==> src/rtl/spi_cfg_pkg.sv <==
package spi_cfg_pkg;
   typedef enum logic [1:0] {
      ST_IDLE  = 2'd0,
      ST_SETUP = 2'd1,
      ST_SHIFT = 2'd2,
      ST_GAP   = 2'd3
   } xfer_state_t;
endpackage

==> src/rtl/spi_clk_phase.sv <==
module spi_clk_phase #(
   parameter int CLK_DIV = 4
) (
   input  logic clk,
   input  logic rst_n,
   input  logic start,
   input  logic run,
   output logic sclk,
   output logic fall
);
   localparam int PH_W = $clog2(CLK_DIV);
   localparam int HALF = CLK_DIV / 2;
   localparam logic [PH_W-1:0] PH_LAST = PH_W'(CLK_DIV - 1);
   localparam logic [PH_W-1:0] PH_FALL = PH_W'(HALF - 1);

   logic [PH_W-1:0] ph_q;
   logic [PH_W-1:0] ph_nxt;

   assign ph_nxt = (ph_q == PH_LAST) ? '0 : ph_q + 1'b1;
   assign fall   = run && (ph_q == PH_FALL);

   always_ff @(posedge clk or negedge rst_n) begin
      if (!rst_n) begin
         ph_q <= '0;
         sclk <= 1'b0;
      end else if (start) begin
         ph_q <= '0;
         sclk <= 1'b1;
      end else if (run) begin
         ph_q <= ph_nxt;
         sclk <= (ph_nxt < PH_W'(HALF));
      end else begin
         sclk <= 1'b0;
      end
   end
endmodule

==> src/rtl/spi_shift_chain.sv <==
module spi_shift_chain #(
   parameter int LEN = 31
) (
   input  logic           clk,
   input  logic           rst_n,
   input  logic           load,
   input  logic [LEN-1:0] load_val,
   input  logic           shift_en,
   input  logic           din,
   output logic [LEN-1:0] q
);
   genvar i;
   generate
      for (i = 0; i < LEN; i++) begin : g_stage
         logic feed;
         if (i == 0) begin : g_head
            assign feed = din;
         end else begin : g_body
            assign feed = q[i-1];
         end
         always_ff @(posedge clk or negedge rst_n) begin
            if (!rst_n)        q[i] <= 1'b0;
            else if (load)     q[i] <= load_val[i];
            else if (shift_en) q[i] <= feed;
         end
      end
   endgenerate
endmodule

==> src/rtl/spi_cfg_master.sv <==
module spi_cfg_master
   import spi_cfg_pkg::*;
#(
   parameter int WORD_W  = 32,
   parameter int CLK_DIV = 4
) (
   input  logic              clk,
   input  logic              rst_n,
   input  logic              req,
   input  logic [WORD_W-1:0] cmd,
   output logic              busy,
   output logic              done,
   output logic [WORD_W-1:0] rdata,
   output logic              csn,
   output logic              sclk,
   output logic              mosi,
   input  logic              miso
);
   localparam int CNT_W = $clog2(WORD_W);
   localparam int GAP_W = $clog2(CLK_DIV);
   localparam logic [CNT_W-1:0] LAST_BIT = CNT_W'(WORD_W - 1);
   localparam logic [GAP_W-1:0] GAP_END  = GAP_W'(CLK_DIV - 1);

   // parameter legality
   generate
      if (CLK_DIV < 4 || (CLK_DIV % 2) != 0) begin : g_bad_div
         $error("CLK_DIV must be even and at least 4");
      end
      if (WORD_W < 2) begin : g_bad_word
         $error("WORD_W must be at least 2");
      end
   endgenerate

   xfer_state_t      state_q, state_d;
   logic [CNT_W-1:0] bit_q;
   logic [GAP_W-1:0] gap_q;
   logic [WORD_W-2:0] sh_q;
   logic             accept, fall, last_fall;

   assign accept    = (state_q == ST_IDLE) && req;
   assign last_fall = fall && (bit_q == LAST_BIT);
   assign busy      = (state_q != ST_IDLE);

   spi_clk_phase #(.CLK_DIV(CLK_DIV)) u_phase (
      .clk   (clk),
      .rst_n (rst_n),
      .start (state_q == ST_SETUP),
      .run   (state_q == ST_SHIFT),
      .sclk  (sclk),
      .fall  (fall)
   );

   spi_shift_chain #(.LEN(WORD_W - 1)) u_shift (
      .clk      (clk),
      .rst_n    (rst_n),
      .load     (accept),
      .load_val (cmd[WORD_W-2:0]),
      .shift_en (fall),
      .din      (miso),
      .q        (sh_q)
   );

   always_comb begin
      state_d = state_q;
      unique case (state_q)
         ST_IDLE:  if (req) state_d = ST_SETUP;
         ST_SETUP: state_d = ST_SHIFT;
         ST_SHIFT: if (last_fall) state_d = ST_GAP;
         ST_GAP:   if (gap_q == GAP_END) state_d = ST_IDLE;
         default:  state_d = ST_IDLE;
      endcase
   end

   always_ff @(posedge clk or negedge rst_n) begin
      if (!rst_n) begin
         state_q <= ST_IDLE;
         bit_q   <= '0;
         gap_q   <= '0;
         csn     <= 1'b1;
         mosi    <= 1'b0;
         done    <= 1'b0;
         rdata   <= '0;
      end else begin
         state_q <= state_d;
         done    <= (state_q == ST_GAP) && (gap_q == '0);
         if (accept) begin
            bit_q <= '0;
            csn   <= 1'b0;
            mosi  <= cmd[WORD_W-1];
         end else if (fall) begin
            bit_q <= bit_q + 1'b1;
            mosi  <= last_fall ? 1'b0 : sh_q[WORD_W-2];
         end
         if (last_fall) begin
            csn   <= 1'b1;
            gap_q <= '0;
            rdata <= {sh_q, miso};
         end else if (state_q == ST_GAP) begin
            gap_q <= gap_q + 1'b1;
         end
      end
   end
endmodule

==> config.mk <==
export PLATFORM = sky130hd
export DESIGN_NAME = spi_cfg_master
export DESIGN_NICKNAME = d
export VERILOG_FILES = /design/src/rtl/spi_cfg_pkg.sv /design/src/rtl/spi_clk_phase.sv /design/src/rtl/spi_shift_chain.sv /design/src/rtl/spi_cfg_master.sv
export SDC_FILE = /design/constraint.sdc
export NUM_CORES = 1
export LEC_CHECK = 0
export ABC_CLOCK_PERIOD_IN_PS = 3400
export CAP_MARGIN = 20
export CORE_ASPECT_RATIO = 1.4
export CORE_MARGIN = 2
export CORE_UTILIZATION = 35
export CTS_BUF_LIST = sky130_fd_sc_hd__clkbuf_4 sky130_fd_sc_hd__clkbuf_8 sky130_fd_sc_hd__clkbuf_16
export DETAILED_ROUTE_END_ITERATION = 16
export DONT_BUFFER_PORTS = 1
export PLACE_DENSITY = 0.46
export SKIP_CTS_REPAIR_TIMING = 1
export SLEW_MARGIN = 20
export SYNTH_ARGS = -nofsm -noshare
export SYNTH_HDL_FRONTEND = slang
export SYNTH_SLANG_ARGS = --single-unit
==> constraint.sdc <==
create_clock -name clk -period 3.4 [get_ports clk]
set_input_delay 0.68 -clock clk [delete_from_list [all_inputs] [get_ports clk]]
set_output_delay 0.68 -clock clk [all_outputs]
set_load 0.05 [all_outputs]
==> results of run 1 <==
-- through the flow --
step | setup WS, ns | total power [mW]
3_5_place_dp | 1.154 | 2.263
3_3_place_gp | 1.180 | 2.248
5_1_grt | 1.036 | 3.436
2_1_floorplan | 1.686 | 2.094
4_1_cts | 1.156 | 3.261
6_report | 1.170 | 3.206
-- critical path: cells and delay by family, from the launching register on --
| family | cells | cell delay [ns] |
|---|---|---|
| muxes | 1 | 0.51 |
| DFF | 1 | 0.40 |
| and+or+nand+nor | 1 | 0.62 |
| buffers and inverters | 1 | 0.11 |
| adders and majority gates | 1 | 0.45 |
-- kinds of logic (layout without fill, tap and decap cells) --
family | count (synthesis) | after routing
flops | 78 | 78
mux | 65 | 65
simple gates | 54 | 54
compound gates | 45 | 45
buf+inv | 26 | 28
fa+ha+maj | 11 | 11
xor+xnor | 3 | 3
-- sequential cells by signal (all words and copies together) (netlist names) --
name and cells:
bit_q 5, csn 1, done 1, gap_q 2, mosi 1, rdata 32, state_q 2, u_phase.ph_q 2
u_phase.sclk 1, u_shift.g_stage.feed 30, u_shift.q 1
-- area by class of cell --
class	count	share of cell area, %
clock inverters	4	1.145
well taps	135	4.293
clock buffers	12	6.614
repair buffers	2	0.3816
inverters	10	0.9539
flip-flops and latches	78	49.63
multi-input cells	178	36.98
-- Yosys cell counts, types with 5 or more instances --
library cell / n
nor2_1: 5
buf_6: 6
nand3_1: 5
mux2i_1: 32
inv_1: 9
clkbuf_1: 5
o21ai_0: 14
dfrtp_1: 77
mux2_4: 28
ha_1: 11
o21ai_1: 22
nand2_1: 35
-- routing by layer --
layer | vias up | track usage, % | wire (um)
li1 | 963 | - | -
met2 | 47 | 20.79 | 3424
met4 | 0 | 6.996 | 119
met1 | 1003 | 17.62 | 3019
met5 | - | 0 | 0
met3 | 9 | 4.873 | 444
-- power by group through the flow --
stage / combinational, mW / sequential (mW) / clock, mW
3_5_place_dp: 0.805 / 1.46 / 0
3_3_place_gp: 0.792 / 1.46 / 0
4_1_cts: 0.807 / 1.44 / 1.01
6_report: 0.787 / 1.44 / 0.983
5_1_grt: 0.909 / 1.48 / 1.05
2_1_floorplan: 0.705 / 1.39 / 0
-- final timing paths --
| path | startpoint | end | cells past startpoint |
|---|---|---|---|
| min in group clk | cmd[27] | u_shift.g_stage[28].feed | 2 |
| max in group asynchronous | rst_n | csn | 0 |
| max reg2reg | state_q[0] | rdata[4] | 4 |
| max | state_q[0] | rdata[4] | 4 |
| min | rst_n | rdata[27] | 0 |
| min reg2reg | u_shift.g_stage[11].feed | rdata[11] | 1 |
-- cell usage in the layout, fill, tap and decap left out, types with 2 or more instances in the layout --
master     count
clkinv_2       3
ha_1          11
clkbuf_8       2
xor2_1         3
mux2i_1       32
buf_4          2
nor2_1         5
mux2_4        28
o21ai_1       22
o21ai_0       14
nand2_1       35
and2_1         2
inv_1          9
clkbuf_16      9
dfrtp_1       77
nand3_1        5
mux2_2         4
a21oi_1        4
==> metrics.cfg, run 1 <==
[critical_path]
cp.required_ns=3.62
crit_fanout=34
path_cells=inv_1 > ha_1 > nand3_4 > mux2_4
cp_slowest_stage_delay_ns=0.62
start_kind=register
crit_arrival_ns=2.44
critical_path_class=reg2reg
end_kind=register
cp_slowest_cell=nand3_4
rrSetupSlack_ns=1.17

[run]
drv_cap=0

[clocking]
clock_tree.root_cell=clkbuf_16
clock_path_buffers=2
htree_levels=3
cts_made_buffers=9
clock-sinks=78
clk_latency_ns=0.33
cts_tree=yes
clkTransAtPathRegs_ns=0.06

[synth]
avgSynthCellArea_um2=12.63
synth_edf_count=0
syn_inst=282
ys_types=32
ys_ff_latch=78
yosysWarnings=0
synth_top_area_cell=dfrtp_1
yosysSeqAreaShare_pct=54.85
muxShareOfSynthArea_pct=22.38
yosysTopAreaCellShare_pct=54.11
synth-compound-area-share_pct=6.746
synthesis.nets=329
synth_xor_area_share_pct=0.7379
async_flop_share_pct=100.0
synth_flop_cell=dfrtp_1
synth_area_mm2=0.003561
yosys.area_share.simple_pct=7.098
yosys.area_share.adder_pct=3.865
synth.top_cells.by_area=dfrtp_1 (54%), mux2_4 (12%), mux2i_1 (9.0%), ha_1 (3.9%), nand2_1 (3.7%)
synth_top_family_by_area=multiplexers

[worst_hold_path]
min_path_type=in2async

[routing]
first_pass_iters=6
drt-initial-drc-count=126
wl_um=7007
drc_errors=0
num_vias=2022
antenna_left=0
routed_via_density=4.826
wl_per_cell_um=16.72

[floorplan]
core_mm2=0.009899
die-area_mm2=0.01101
ios=73
die_y_um=123.3
die_x_um=89.25
start_util_pct=35.97
rows=43

[global_routing]
grt_pass1_vias=2129
grt_usage_pct=13.89
grt_max_degree=79
grt.overflow.total=0
antenna_found_initial=0
grt_pass1_wl_um=11390

[cells_and_area]
fillers=980
multi_input_area_mm2=0.001455
num_antenna_cells=0
finish.instance_area_mm2=0.003935
instances_no_fill=419
final_util_pct=39.75
synthToLayoutAreaGrowth_pct=10.51
nNetsFinal=326
drive_gt1_share_pct=19.72
seq_area_mm2=0.001953

[place]
dp.cells=403
dpl.hpwl_um=4515
place_area_mm2=0.003630
io_buffer_count=0
gp_congestion=0.7039

[timing]
fin_worst_skew_ns=0.004080
drv_slew=0
setup_viol=0
fin_crit_ns=2.230
relSlewSlack_pct=52.60
fin_crit_sh_pct=65.58
whs_ns=0.03438
grt_setup_unrepaired=false
finalHoldViolCount=0
tightest_slew_ns=0.7110
tns_ns=0
fmax_mhz=448.5

[pwr]
power_leakage_nw=1.908
pwr-share-seq_pct=44.8
power.switching_mw=1.063
intPower_mw=2.143
p_per_area_mw_per_mm2=814.7
pwr-share-comb_pct=24.5
clkPwrFrac_pct=30.7
power.share.switching_pct=33.15
irDropWorstVdd_mv=0.6253

[outcome]
status=finished clean

(Power assumes the default switching activity.)
==> inputs of run 2 (changes only) <==
--- a/config.mk
+++ b/config.mk
@@ -5,7 +5,7 @@
 export SDC_FILE = /design/constraint.sdc
 export NUM_CORES = 1
 export LEC_CHECK = 0
-export ABC_CLOCK_PERIOD_IN_PS = 3400
+export ABC_CLOCK_PERIOD_IN_PS = 2150
 export CAP_MARGIN = 20
 export CORE_ASPECT_RATIO = 1.4
 export CORE_MARGIN = 2
==> constraint.sdc (replaced) <==
create_clock -name clk -period 2.15 [get_ports clk]
set_input_delay 0.43 -clock clk [delete_from_list [all_inputs] [get_ports clk]]
set_output_delay 0.43 -clock clk [all_outputs]
set_load 0.05 [all_outputs]
==> run 2 against run 1 <==
  * The run now ends with hold timing left
  * Register-to-register slack got worse by 0.93 ns
  * Cell area increased by 2.6%
  * Critical path depth increased by 2
  * Setup slack got worse by 0.93 ns
  * Total power increased by 67%
  * Die area unchanged
  * Wire length decreased by 0.39%
  * Largest cell class unchanged
  * Highest routed layer unchanged
==> metrics.cfg, run 2 (synthesized netlist as in run 1, its figures left out) <==
[outcome]
status=complete, but fails checks  ; was finished clean
violations=hold timing

[floorplan]
die-area_mm2=0.01101  ; unchanged
rows=43  ; unchanged
core_mm2=0.009899  ; unchanged
die_y_um=123.3  ; unchanged
start_util_pct=35.97  ; unchanged
die_x_um=89.25  ; unchanged
ios=73  ; unchanged

[timing]
tightest_slew_ns=0.5279  ; was 0.7110 ns
relSlewSlack_pct=64.81  ; was 52.60%
tns_ns=0  ; unchanged
fin_worst_skew_ns=0.005822  ; was 0.004080 ns
fmax_mhz=523.1  ; was 448.5 MHz
fin_crit_ns=1.912  ; was 2.230 ns
grt_setup_unrepaired=false  ; unchanged
setup_viol=0  ; unchanged
fin_crit_sh_pct=88.91  ; was 65.58%
drv_slew=0  ; unchanged
setup_ws_ns=0.2385  ; was 1.170 ns
finalHoldViolCount=78  ; was 0
whs_ns=-0.2175  ; was 0.03438 ns

[pwr]
p_per_area_mw_per_mm2=1326  ; was 814.7 mW/mm2
power_leakage_nw=1.953  ; was 1.908 nW
irDropWorstVdd_mv=0.6082  ; was 0.6253 mV

[cells_and_area]
drive_gt1_share_pct=20.28  ; was 19.72%
num_antenna_cells=0  ; unchanged
synthToLayoutAreaGrowth_pct=13.42  ; was 10.51%
nNetsFinal=328  ; was 326
multi_input_area_mm2=0.001455  ; unchanged
largest_register_ffs=32  ; unchanged
top_register=rdata  ; unchanged
layout_common_cells=dfrtp_1 (77), nand2_1 (35), mux2i_1 (32), mux2_4 (28), o21ai_1 (22)  ; unchanged
fillers=968  ; was 980
seq_area_mm2=0.001953  ; unchanged
mostFrequentLayoutCell=dfrtp_1  ; unchanged

[place]
gp_congestion=0.7008  ; was 0.7039
dpl.hpwl_um=4560  ; was 4515 um
dpl_worst_slack_ns=0.2452  ; was 1.154 ns
io_buffer_count=0  ; unchanged

[worst_hold_path]
min_path_type=in2async  ; unchanged

[clocking]
clkTransAtPathRegs_ns=0.06  ; about the same
clock_path_buffers=2  ; unchanged
cts_tree=yes  ; unchanged
htree_levels=3  ; unchanged
cts_made_buffers=9  ; unchanged
clock_tree.root_cell=clkbuf_16  ; unchanged
clk_latency_ns=0.34  ; was 0.33 ns
clock-sinks=78  ; unchanged

[global_routing]
grt.overflow.total=0  ; unchanged
grt_pass1_wl_um=11230  ; was 11390 um
grt_pass1_vias=2145  ; was 2129
antenna_found_initial=0  ; unchanged
grt_usage_pct=13.64  ; was 13.89%
grt_max_degree=79  ; unchanged

[routing]
routed_via_density=4.805  ; was 4.826
wl_per_cell_um=16.58  ; was 16.72 um
drc_errors=0  ; unchanged
num_vias=2023  ; was 2022
wl_um=6980  ; was 7007 um
first_pass_iters=5  ; was 6
antenna_left=0  ; unchanged
drt-initial-drc-count=80  ; was 126

[critical_path]
crit_arrival_ns=2.13  ; was 2.44 ns
cp.required_ns=2.37  ; was 3.62 ns
end_kind=register  ; unchanged
r2r_cells=6  ; was 4
critical_path_class=reg2reg  ; unchanged
crit_fanout=34  ; unchanged
start_kind=register  ; unchanged

[run]
drv_cap=0  ; unchanged

==> run 2: changes by cell type in the layout (fill, tap and decap cells not counted), sizes merged <==
cell / previous run / this run
buf: 2 / 4
bufinv: 1 / 3
clkbuf: 12 / 11
clkinv: 4 / 2
inv: 9 / 10
==> run 2: final timing paths <==
| check | start | end | slack [ns] |
|---|---|---|---|
| min in group clk | cmd[26] | u_shift.g_stage[27].feed | 0.21 |
| min reg2reg | u_shift.g_stage[1].feed | rdata[1] | 0.52 |
| max in group asynchronous | rst_n | csn | 2.18 |
| min | rst_n | rdata[28] | -0.22 |
| max | bit_q[0] | rdata[25] | 0.24 |
| max reg2reg | bit_q[0] | rdata[25] | 0.24 |
==> run 2: metal layers <==
metal  global-route usage [%]  up-vias  share of wire (%)  routed length (um)
li1                         -      964                  -                   -
met1                    16.48      999                 41                2885
met2                    20.83       54                 49                3451
met3                    5.674        6                7.4                 515
met4                    6.623        0                1.8                 127
met5                        0        -                  0                   0
==> run 2: per-stage QoR <==
| step | utilization (%) | hold WS, ns | power, mW | cell area, um2 | std cells |
|---|---|---|---|---|---|
| final | 40.80 | -0.2175 | 5.357 | 4039 | 421 |
| after global routing | 40.80 | -0.2329 | 5.723 | 4039 | 421 |
| after CTS | 40.80 | -0.2252 | 5.436 | 4039 | 421 |
| after detailed placement | 37.20 | 0.1370 | 3.620 | 3682 | 405 |
| after global placement | 37.20 | 0.1370 | 3.592 | 3682 | 405 |
| after floorplan | - | 0.1344 | 3.311 | 3561 | 282 |
==> run 2: final cells by class <==
type / instances / area share [%]
multi-input cells: 178 / 36.03
clock buffers: 11 / 6.258
inverters: 10 / 0.9294
repair buffers: 4 / 1.673
flip-flops and latches: 78 / 48.36
well taps: 135 / 4.182
clock inverters: 5 / 2.571
==> run 2: critical path: stages (launching register included) <==
cell and delay [ns]:
dfrtp_1 0.40, ha_1 0.22, and3_1 0.18, ha_1 0.25, nand3_4 0.09, buf_12 0.26, mux2_2 0.36
==> run 2: report_power, final <==
| part | internal, mW | switching (mW) |
|---|---|---|
| Sequential | 1.87 | 0.398 |
| Clock | 1.20 | 0.602 |
| Combinational | 0.581 | 0.707 |
